**src/rtl/eag_pkg.sv**
```systemverilog
package eag_pkg;
  localparam int unsigned ADDR_W = 24;
  localparam int unsigned OFS_W  = 16;
  localparam int unsigned BANK_W = ADDR_W - OFS_W;
  localparam int unsigned NBANKS = 2;
  localparam int unsigned BANK_DB = 0;
  localparam int unsigned BANK_PB = 1;

  typedef enum logic [2:0] {
    ACC_IDLE  = 3'd0,
    ACC_FETCH = 3'd1,
    ACC_ABS   = 3'd2,
    ACC_IDX   = 3'd3,
    ACC_LONG  = 3'd4,
    ACC_DIR   = 3'd5,
    ACC_STK   = 3'd6,
    ACC_RSVD  = 3'd7
  } acc_e;
endpackage

```
**src/rtl/eag_rst_sync.sv**
```systemverilog
module eag_rst_sync #(
  parameter int unsigned STAGES = 2
) (
  input  logic clk,
  input  logic rst_n,
  output logic rst_q_n
);
  logic [STAGES-1:0] sync_q;
  logic [STAGES-1:0] sync_d;

  always_comb begin
    sync_d = {sync_q[STAGES-2:0], 1'b1};
  end

  always_ff @(posedge clk or negedge rst_n) begin
    if (!rst_n) sync_q <= '0;
    else        sync_q <= sync_d;
  end

  assign rst_q_n = sync_q[STAGES-1];
endmodule

```
**src/rtl/eag_bank_reg.sv**
```systemverilog
module eag_bank_reg #(
  parameter int unsigned W = 8
) (
  input  logic         clk,
  input  logic         rst_n,
  input  logic         we,
  input  logic [W-1:0] wdata,
  output logic [W-1:0] q
);
  logic [W-1:0] val_q;
  logic [W-1:0] val_d;

  always_comb begin
    val_d = val_q;
    if (we) val_d = wdata;
  end

  always_ff @(posedge clk or negedge rst_n) begin
    if (!rst_n) val_q <= '0;
    else        val_q <= val_d;
  end

  assign q = val_q;
endmodule

```
**src/rtl/eag_addr_path.sv**
```systemverilog
module eag_addr_path
  import eag_pkg::*;
#(
  parameter int unsigned AW = ADDR_W,
  parameter int unsigned OW = OFS_W
) (
  input  logic [2:0]     acc_type,
  input  logic [OW-1:0]  pc,
  input  logic [AW-1:0]  operand,
  input  logic [7:0]     dir_ofs,
  input  logic [OW-1:0]  index,
  input  logic           idx_narrow,
  input  logic [OW-1:0]  sp,
  input  logic [OW-1:0]  dp,
  input  logic [AW-OW-1:0] db,
  input  logic [AW-OW-1:0] pb,
  output logic [AW-1:0]  addr,
  output logic           prog_valid,
  output logic           data_valid,
  output logic           dp_extra
);
  localparam int unsigned BW = AW - OW;

  logic [OW-1:0] idx_eff;
  logic [AW-1:0] idx_sum;
  logic [OW-1:0] dir_sum;
  acc_e          kind;

  always_comb begin
    kind = acc_e'(acc_type);
    if (idx_narrow) idx_eff = {{(OW-8){1'b0}}, index[7:0]};
    else            idx_eff = index;
    idx_sum = {db, operand[OW-1:0]} + {{BW{1'b0}}, idx_eff};
    dir_sum = dp + {{(OW-8){1'b0}}, dir_ofs};
  end

  always_comb begin
    addr       = '0;
    prog_valid = 1'b0;
    data_valid = 1'b0;
    dp_extra   = 1'b0;
    unique case (kind)
      ACC_FETCH: begin
        addr       = {pb, pc};
        prog_valid = 1'b1;
      end
      ACC_ABS: begin
        addr       = {db, operand[OW-1:0]};
        data_valid = 1'b1;
      end
      ACC_IDX: begin
        addr       = idx_sum;
        data_valid = 1'b1;
      end
      ACC_LONG: begin
        addr       = operand;
        data_valid = 1'b1;
      end
      ACC_DIR: begin
        addr       = {{BW{1'b0}}, dir_sum};
        data_valid = 1'b1;
        dp_extra   = (dp[7:0] != 8'h00);
      end
      ACC_STK: begin
        addr       = {{BW{1'b0}}, sp};
        data_valid = 1'b1;
      end
      default: begin
        addr = '0;
      end
    endcase
  end
endmodule

```
**src/rtl/banked_addr_gen.sv**
```systemverilog
module banked_addr_gen
  import eag_pkg::*;
(
  input  logic        clk,
  input  logic        rst_n,
  input  logic [2:0]  acc_type,
  input  logic [15:0] pc,
  input  logic [23:0] operand,
  input  logic [7:0]  dir_ofs,
  input  logic [15:0] index,
  input  logic        idx_narrow,
  input  logic [15:0] sp,
  input  logic [15:0] dp,
  input  logic        db_we,
  input  logic        pb_we,
  input  logic [7:0]  bank_wdata,
  output logic [23:0] addr,
  output logic        prog_valid,
  output logic        data_valid,
  output logic        dp_extra
);
  logic                rst_q_n;
  logic [NBANKS-1:0]   bank_we;
  logic [BANK_W-1:0]   bank_q [NBANKS];
  logic [BANK_W-1:0]   db_q;
  logic [BANK_W-1:0]   pb_q;

  eag_rst_sync #(.STAGES(2)) i_rst_sync (
    .clk     (clk),
    .rst_n   (rst_n),
    .rst_q_n (rst_q_n)
  );

  always_comb begin
    bank_we          = '0;
    bank_we[BANK_DB] = db_we;
    bank_we[BANK_PB] = pb_we;
  end

  for (genvar g = 0; g < NBANKS; g++) begin : g_bank
    eag_bank_reg #(.W(BANK_W)) i_bank (
      .clk   (clk),
      .rst_n (rst_q_n),
      .we    (bank_we[g]),
      .wdata (bank_wdata),
      .q     (bank_q[g])
    );
  end

  assign db_q = bank_q[BANK_DB];
  assign pb_q = bank_q[BANK_PB];

  eag_addr_path #(.AW(ADDR_W), .OW(OFS_W)) i_path (
    .acc_type   (acc_type),
    .pc         (pc),
    .operand    (operand),
    .dir_ofs    (dir_ofs),
    .index      (index),
    .idx_narrow (idx_narrow),
    .sp         (sp),
    .dp         (dp),
    .db         (db_q),
    .pb         (pb_q),
    .addr       (addr),
    .prog_valid (prog_valid),
    .data_valid (data_valid),
    .dp_extra   (dp_extra)
  );
endmodule

```
**config.mk**
```make
export PLATFORM = sky130hd
export DESIGN_NAME = banked_addr_gen
export DESIGN_NICKNAME = d
export VERILOG_FILES = /design/src/rtl/eag_pkg.sv /design/src/rtl/eag_rst_sync.sv /design/src/rtl/eag_bank_reg.sv /design/src/rtl/eag_addr_path.sv /design/src/rtl/banked_addr_gen.sv
export SDC_FILE = /design/constraint.sdc
export NUM_CORES = 1
export LEC_CHECK = 0
export BUFFER_PORTS_ARGS = -buffer_cell sky130_fd_sc_hd__buf_2
export CAP_MARGIN = 20
export CORE_UTILIZATION = 45
export CTS_CLUSTER_SIZE = 16
export DETAILED_ROUTE_END_ITERATION = 7
export GPL_TIMING_DRIVEN = 0
export PLACE_DENSITY = 0.75
export SLEW_MARGIN = 10
export SYNTH_ARGS = -nofsm -noshare
export SYNTH_HDL_FRONTEND = slang
export SYNTH_SLANG_ARGS = --single-unit
```
**constraint.sdc**
```tcl
create_clock -name clk -period 1.7 [get_ports clk]
set_clock_uncertainty 0.15 [all_clocks]
set_input_delay 0 -clock clk [delete_from_list [all_inputs] [get_ports clk]]
set_output_delay 0 -clock clk [all_outputs]
set_load 0.01 [all_outputs]
```
==> results of run 1 <==
logic make-up after synthesis:
family / synth area share (%)
AOI/OAI and AO/OA: 32.1
xor gates and xnor gates: 4.70
adders and majority gates: 10.1
buffers and inverters: 4.66
DFF: 13.4
muxes: 12.2
other: 0.112
and+or+nand+nor: 22.7
worst max-delay path, delay by kind of cell:
family | cells | cell delay, ps
AOI/OAI and AO/OA | 4 | 780
adders and majority gates | 2 | 530
buffers and inverters | 2 | 270
and+or+nand+nor | 2 | 470
sequential cells by signal (all words and copies together), names as in the netlist:
signal	flops
i_rst_sync.sync_q	2
g_bank.i_bank.q	16
where the power goes:
group	switching, uW	internal [uW]
combinational	798	697
clock	144	206
sequential	51.6	469
total	993	1370
per-stage QoR:
step / std cells / util, %
floorplan: 439 / -
global placement: 672 / 59.4
detailed placement: 672 / 59.4
CTS: 699 / 67.5
global route: 702 / 69.8
finish: 702 / 69.8
cell type report:
cell class / count / area, um2
plain buffers: 27 / 156
clock buffers: 4 / 55.1
fillers: 560 / 2180
inverters: 7 / 26.3
multi-input cells: 384 / 3220
flip-flops and latches: 18 / 453
well taps: 99 / 124
repair buffers: 163 / 1000
final timing paths:
check | cells past startpoint | start | slack [ps] | to
min in group asynchronous | 0 | i_rst_sync.sync_q[1] | 120 | g_bank[0].i_bank.q[7]
min reg2reg | 0 | i_rst_sync.sync_q[1] | 120 | g_bank[0].i_bank.q[7]
min | 3 | db_we | 60 | g_bank[0].i_bank.q[0]
max | 10 | operand[0] | -500 | addr[8]
max in group asynchronous | 0 | i_rst_sync.sync_q[1] | 810 | g_bank[0].i_bank.q[2]
max reg2reg | 2 | g_bank[0].i_bank.q[4] | 520 | g_bank[0].i_bank.q[4]
layer usage:
| layer | GRT usage, % | vias up |
|---|---|---|
| met2 | 58.4 | 260 |
| met3 | 1.40 | 43 |
| met5 | 0 | - |
| li1 | - | 2027 |
| met1 | 38.5 | 2001 |
| met4 | 13.2 | 0 |
cells in the mapped netlist, drive strengths merged (2+ instances only):
cell and instances:
a2111o 2, a2111oi 3, a211o 2, a211oi 7, a21o 6, a21oi 31, a221oi 6, a22oi 22
a311oi 3, a31oi 6, and2 2, and3 3, buf 12, clkbuf 18, dfrtp 18, fa 2
ha 24, inv 7, mux2 31, mux2i 6, nand2 33, nand3 17, nand3b 2, nand4 13
nor2 35, nor2b 18, nor3 16, nor3b 2, nor4 5, o2111ai 4, o211ai 3, o21a 3
o21ai 32, o21bai 5, o221ai 7, xnor2 9, xor2 9
timing repair:
| item | 4_1_cts | 5_1_grt |
|---|---|---|
| gates resized for setup | 64 | 37 |
| hold endpoints to repair | 18 | 0 |
| pin swaps | 44 | 18 |
| hold buffers | 10 | 0 |
| buffers inserted | 17 | 3 |
| setup endpoints to repair | 25 | 24 |
==> results.sh, run 1 <==
export IMPL_outcome="complete, but fails checks"
export IMPL_failed_checks="negative setup slack"
export IMPL_syn_area_um2=3350
export IMPL_final_hold_worst_slack_ps=64.5
export IMPL_worstSetupPathType="in2out"
export IMPL_synthCells=439
export IMPL_grt_start_max_net_pins=17
export IMPL_cts_reportedPaths_clkPinSlew_ps=60
export IMPL_num_antenna_cells=0
export IMPL_layout_area_overhead_vs_synth_pct=50.2
export IMPL_die_w_um=88.3
export IMPL_commonest_non_fill_non_tap_cell_in_the_layout="sky130_fd_sc_hd__buf_2"
export IMPL_design_core_area_um2=7210
export IMPL_grt_pass1_vias=4105
export IMPL_highest_layer="met4"
export IMPL_fin_setup_tns_ps=-6020
export IMPL_clock_net_sink_count=18
export IMPL_vias=4331
export IMPL_clock_tree_buffer_depth=2
export IMPL_edff_count_synth=0
export IMPL_first_drt_iteration_drcs=318
export IMPL_m1WireLength_um=5210
export IMPL_synth_seq_cells=18
export IMPL_fp_dieArea_um2=7800
export IMPL_endpoint_kind="primary output"
export IMPL_drive_gt1_share_pct=44.1
export IMPL_max_cap_violations=0
export IMPL_wl_met3_um=994
export IMPL_required_ps=1550
export IMPL_critical_path_slowest_cell="sky130_fd_sc_hd__or3b_1"
export IMPL_routed_wirelength_um=13000
export IMPL_setup_slack_ps=-504
export IMPL_netlist_top_cell_by_area="sky130_fd_sc_hd__dfrtp_1"
export IMPL_crit_arrival_ps=2050
export IMPL_final_antenna_net_count=0
export IMPL_drt_wirelength_per_cell_um=18.5
export IMPL_ys_types=63
export IMPL_clock_root_buffer_master="sky130_fd_sc_hd__clkbuf_8"
export IMPL_worst_min_delay_path_class="in2reg"
export IMPL_yosysTopAreaCellShare_pct=13.4
export IMPL_cp_slowest_stage_delay_ps=380
export IMPL_antenna_found_initial=0
export IMPL_place_congestion=0.952
export IMPL_critical_path_top_cell_by_count="sky130_fd_sc_hd__o21ai_1"
export IMPL_synth_ff_type="sky130_fd_sc_hd__dfrtp_1"
export IMPL_pre_cts_slack_ps=-516
export IMPL_clock_insertion_delay_worst_skew_ps=260
export IMPL_power_leakage_uw=0.00213
export IMPL_areal_power_density_over_the_cells_nw_per_um2=470
export IMPL_final_cell_area_um2=5040
export IMPL_slew_violations=0
export IMPL_numCtsBuffers=3
export IMPL_grt_remaining_overflow=0
export IMPL_postSynthNetCount=577
export IMPL_floorplan_io_pins=139
export IMPL_final_setup_viol_count=20
export IMPL_wire_length_of_the_first_global_routing_pass_um=19400
export IMPL_cp_max_fo=3
export IMPL_num_nets_final=742
export IMPL_unrepaired_setup_endpoints_after_global_routing="true"
export IMPL_final_number_of_hold_violating_endpoints=0
export IMPL_tightestPinTransition_ps=660
export IMPL_post_route_period_util_pct=130
export IMPL_peakVddDrop_v=0.000568
export IMPL_die_height_um=88.3
export IMPL_start_util_pct=46.5
export IMPL_yosysSeqAreaShare_pct=13.4
export IMPL_placed_area_um2=4290
export IMPL_post_dp_hpwl_um=9340
export IMPL_vias_per_cell=6.17
export IMPL_commonest_non_fill_non_tap_cells_in_the_layout="sky130_fd_sc_hd__buf_2, sky130_fd_sc_hd__nor2_1, sky130_fd_sc_hd__nand2_1"
export IMPL_core_rowCount=31
export IMPL_critPathLaunchType="primary input"
export IMPL_numPortBuffers=134
export IMPL_synthArstFlopShare_pct=100
export IMPL_grt_total_usage_pct=31.7
export IMPL_maxClockFrequency_ghz=0.454
export IMPL_drc=0
export IMPL_slew_headroom_pct=56.0
export IMPL_synth_warning_count=0
export IMPL_cts_tree="yes"
export IMPL_dr_wl_met2_um=6330
export IMPL_finalWorstPathRequiredPeriod_ps=2200
export IMPL_dr_pass1_iters=5
export IMPL_ctsHtreeMaxLevel=1
export IMPL_yosys_top_cells_area="sky130_fd_sc_hd__dfrtp_1, sky130_fd_sc_hd__ha_1, sky130_fd_sc_hd__mux2_2, sky130_fd_sc_hd__a22oi_1, sky130_fd_sc_hd__a21oi_1"
export IMPL_p_total_uw=2370
export IMPL_path_cells="buf_8 -> ha_4 -> fa_2 -> a211oi_4 -> nor3_4 -> o21ai_1 -> or3b_1 -> a31oi_1 -> o21ai_1 -> buf_2"
export IMPL_avgSynthCellArea_um2=7.64
Note: power is estimated with default switching activity, not from simulation.
==> inputs of run 2 (changes only) <==
Settings changed: RECOVER_POWER set to 100.
==> run 2 against run 1 <==
Net effect:
- the flow still finishes with violations (negative setup slack)
- non-clock buffer count did not move
- clock power barely moved
- count of clock-buffer cells in the layout did not move
- combinational power barely moved
- power barely moved
- register-to-register slack barely moved
- fmax rose by 0.15%
- global-route usage did not move
- first-iteration DRC count rose by 6.9%
- final cell count did not move
- largest cell class unchanged
==> results.sh, run 2 (synthesis gave the netlist of run 1 again) <==
export IMPL_core_rowCount=31
export IMPL_slew_headroom_pct=55.8
export IMPL_final_number_of_hold_violating_endpoints=0
export IMPL_crit_arrival_ps=2050
export IMPL_grt_total_usage_pct=31.7
export IMPL_die_w_um=88.3
export IMPL_critPathLaunchType="primary input"
export IMPL_num_antenna_cells=0
export IMPL_grt_start_max_net_pins=17
export IMPL_tightestPinTransition_ps=662
export IMPL_wire_length_of_the_first_global_routing_pass_um=19400
export IMPL_vias_per_cell=6.18
export IMPL_clock_insertion_delay_worst_skew_ps=260
export IMPL_cp_slowest_stage_delay_ps=370
export IMPL_clock_net_sink_count=18
export IMPL_placed_cells_incl_taps=672
export IMPL_worstSetupPathType="in2out"
export IMPL_required_ps=1550
export IMPL_largest_register_ffs=16
export IMPL_layout_area_overhead_vs_synth_pct=49.8
export IMPL_worst_min_delay_path_class="in2reg"
export IMPL_cell_class_contributing_the_biggest_share_of_worst_path_delay="compound AO/OA/AOI/OAI gates"
export IMPL_post_dp_hpwl_um=9340
export IMPL_cts_reportedPaths_clkPinSlew_ps=60
export IMPL_numCtsBuffers=3
export IMPL_die_height_um=88.3
export IMPL_floorplan_io_pins=139
export IMPL_start_util_pct=46.5
export IMPL_commonest_non_fill_non_tap_cells_in_the_layout="sky130_fd_sc_hd__buf_2, sky130_fd_sc_hd__nor2_1, sky130_fd_sc_hd__nand2_1"
export IMPL_slew_violations=0
export IMPL_max_cap_violations=0
export IMPL_numPortBuffers=134
export IMPL_drive_gt1_share_pct=43.4
export IMPL_path_cells="buf_8 -> ha_4 -> fa_2 -> a211oi_4 -> nor3_4 -> o21ai_1 -> or3b_1 -> a31oi_1 -> o21ai_1 -> buf_2"
export IMPL_failed_checks="negative setup slack"
export IMPL_routed_wirelength_um=13000
export IMPL_ctsHtreeMaxLevel=1
export IMPL_finalWorstPathRequiredPeriod_ps=2200
export IMPL_final_setup_viol_count=21
export IMPL_critical_path_top_cell_by_count="sky130_fd_sc_hd__o21ai_1"
export IMPL_num_nets_final=742
export IMPL_drc=0
export IMPL_antenna_found_initial=0
export IMPL_final_antenna_net_count=0
export IMPL_cts_tree="yes"
export IMPL_first_drt_iteration_drcs=340
export IMPL_clock_tree_buffer_depth=2
export IMPL_cp_max_fo=3
export IMPL_design_core_area_um2=7210
export IMPL_finalCoreUtilization_pct=69.6
export IMPL_dr_pass1_iters=6
export IMPL_critPathBufInv=2
export IMPL_maxClockFrequency_ghz=0.454
export IMPL_place_congestion=0.952
export IMPL_critical_path_slowest_cell="sky130_fd_sc_hd__fa_2"
export IMPL_areal_power_density_over_the_cells_nw_per_um2=471
export IMPL_unrepaired_setup_endpoints_after_global_routing="true"
export IMPL_setup_slack_ps=-501
export IMPL_fp_dieArea_um2=7800
export IMPL_outcome="complete, but fails checks"
export IMPL_grt_pass1_vias=4105
export IMPL_endpoint_kind="primary output"
export IMPL_grt_remaining_overflow=0
export IMPL_peakVddDrop_v=0.000569
export IMPL_power_leakage_uw=0.00211
export IMPL_clock_root_buffer_master="sky130_fd_sc_hd__clkbuf_8"
export IMPL_vias=4340
export IMPL_commonest_non_fill_non_tap_cell_in_the_layout="sky130_fd_sc_hd__buf_2"
export IMPL_post_route_period_util_pct=129
export IMPL_fin_cells=702
export IMPL_drt_wirelength_per_cell_um=18.6
run 2: where the power goes:
group	internal (uW)	switching, uW	leakage (uW)
clock network	206	143	0.0000288
registers	469	51.5	0.000209
logic	694	800	0.00187
run 2: final timing paths:
kind                                  startpoint                    end  slack, ps  cells past startpoint
min                                        db_we  g_bank[0].i_bank.q[0]         60                      3
min reg2reg                 i_rst_sync.sync_q[1]  g_bank[0].i_bank.q[7]        120                      0
max in group asynchronous   i_rst_sync.sync_q[1]  g_bank[0].i_bank.q[2]        810                      0
max reg2reg                g_bank[0].i_bank.q[4]  g_bank[0].i_bank.q[4]        510                      2
max                                   operand[0]                addr[8]       -500                     10
min in group asynchronous   i_rst_sync.sync_q[1]  g_bank[0].i_bank.q[7]        120                      0
run 2: metal layers:
layer / vias up / global-route usage, % / share of wire [%]
met5: - / 0 / 0
met4: 0 / 13.2 / 3.4
met3: 42 / 1.40 / 7.6
met2: 278 / 58.4 / 48
met1: 1997 / 38.5 / 41
li1: 2023 / - / -
run 2: what timing repair did:
| item | CTS | global route |
|---|---|---|
| setup buffers | 17 | 3 |
| gates resized for setup | 64 | 37 |
| pin swaps | 44 | 18 |
| setup endpoints to repair | 25 | 24 |
| endpoints found under the hold margin | 18 | 0 |
| hold buffers | 10 | 0 |
run 2: area by class of cell:
class,instances,area [um2]
multi-input combinational,384,3220
fill,565,2190
timing repair buffer,163,996
sequential,18,453
buffer,27,151
tap,99,124
clock buffer,4,55.1
inverter,7,26.3
run 2: metrics by stage:
stage	setup slack, ps	total power [uW]	hold WS [ps]	TNS, ps	instance area (um2)
global route	-520	2500	107	-7720	5020
global placement	-493	1700	-364	-7390	4290
floorplan	-62.2	1310	-446	-302	3490
detailed placement	-516	1720	-362	-7830	4290
CTS	-449	2240	53.2	-5660	4870
finish	-501	2360	64.1	-6090	5020
run 2: tightest hold or removal path: stages:
cell and delay [ps]:
sky130_fd_sc_hd__clkbuf_1 240, sky130_fd_sc_hd__nand2_1 120, sky130_fd_sc_hd__o21ai_0 70
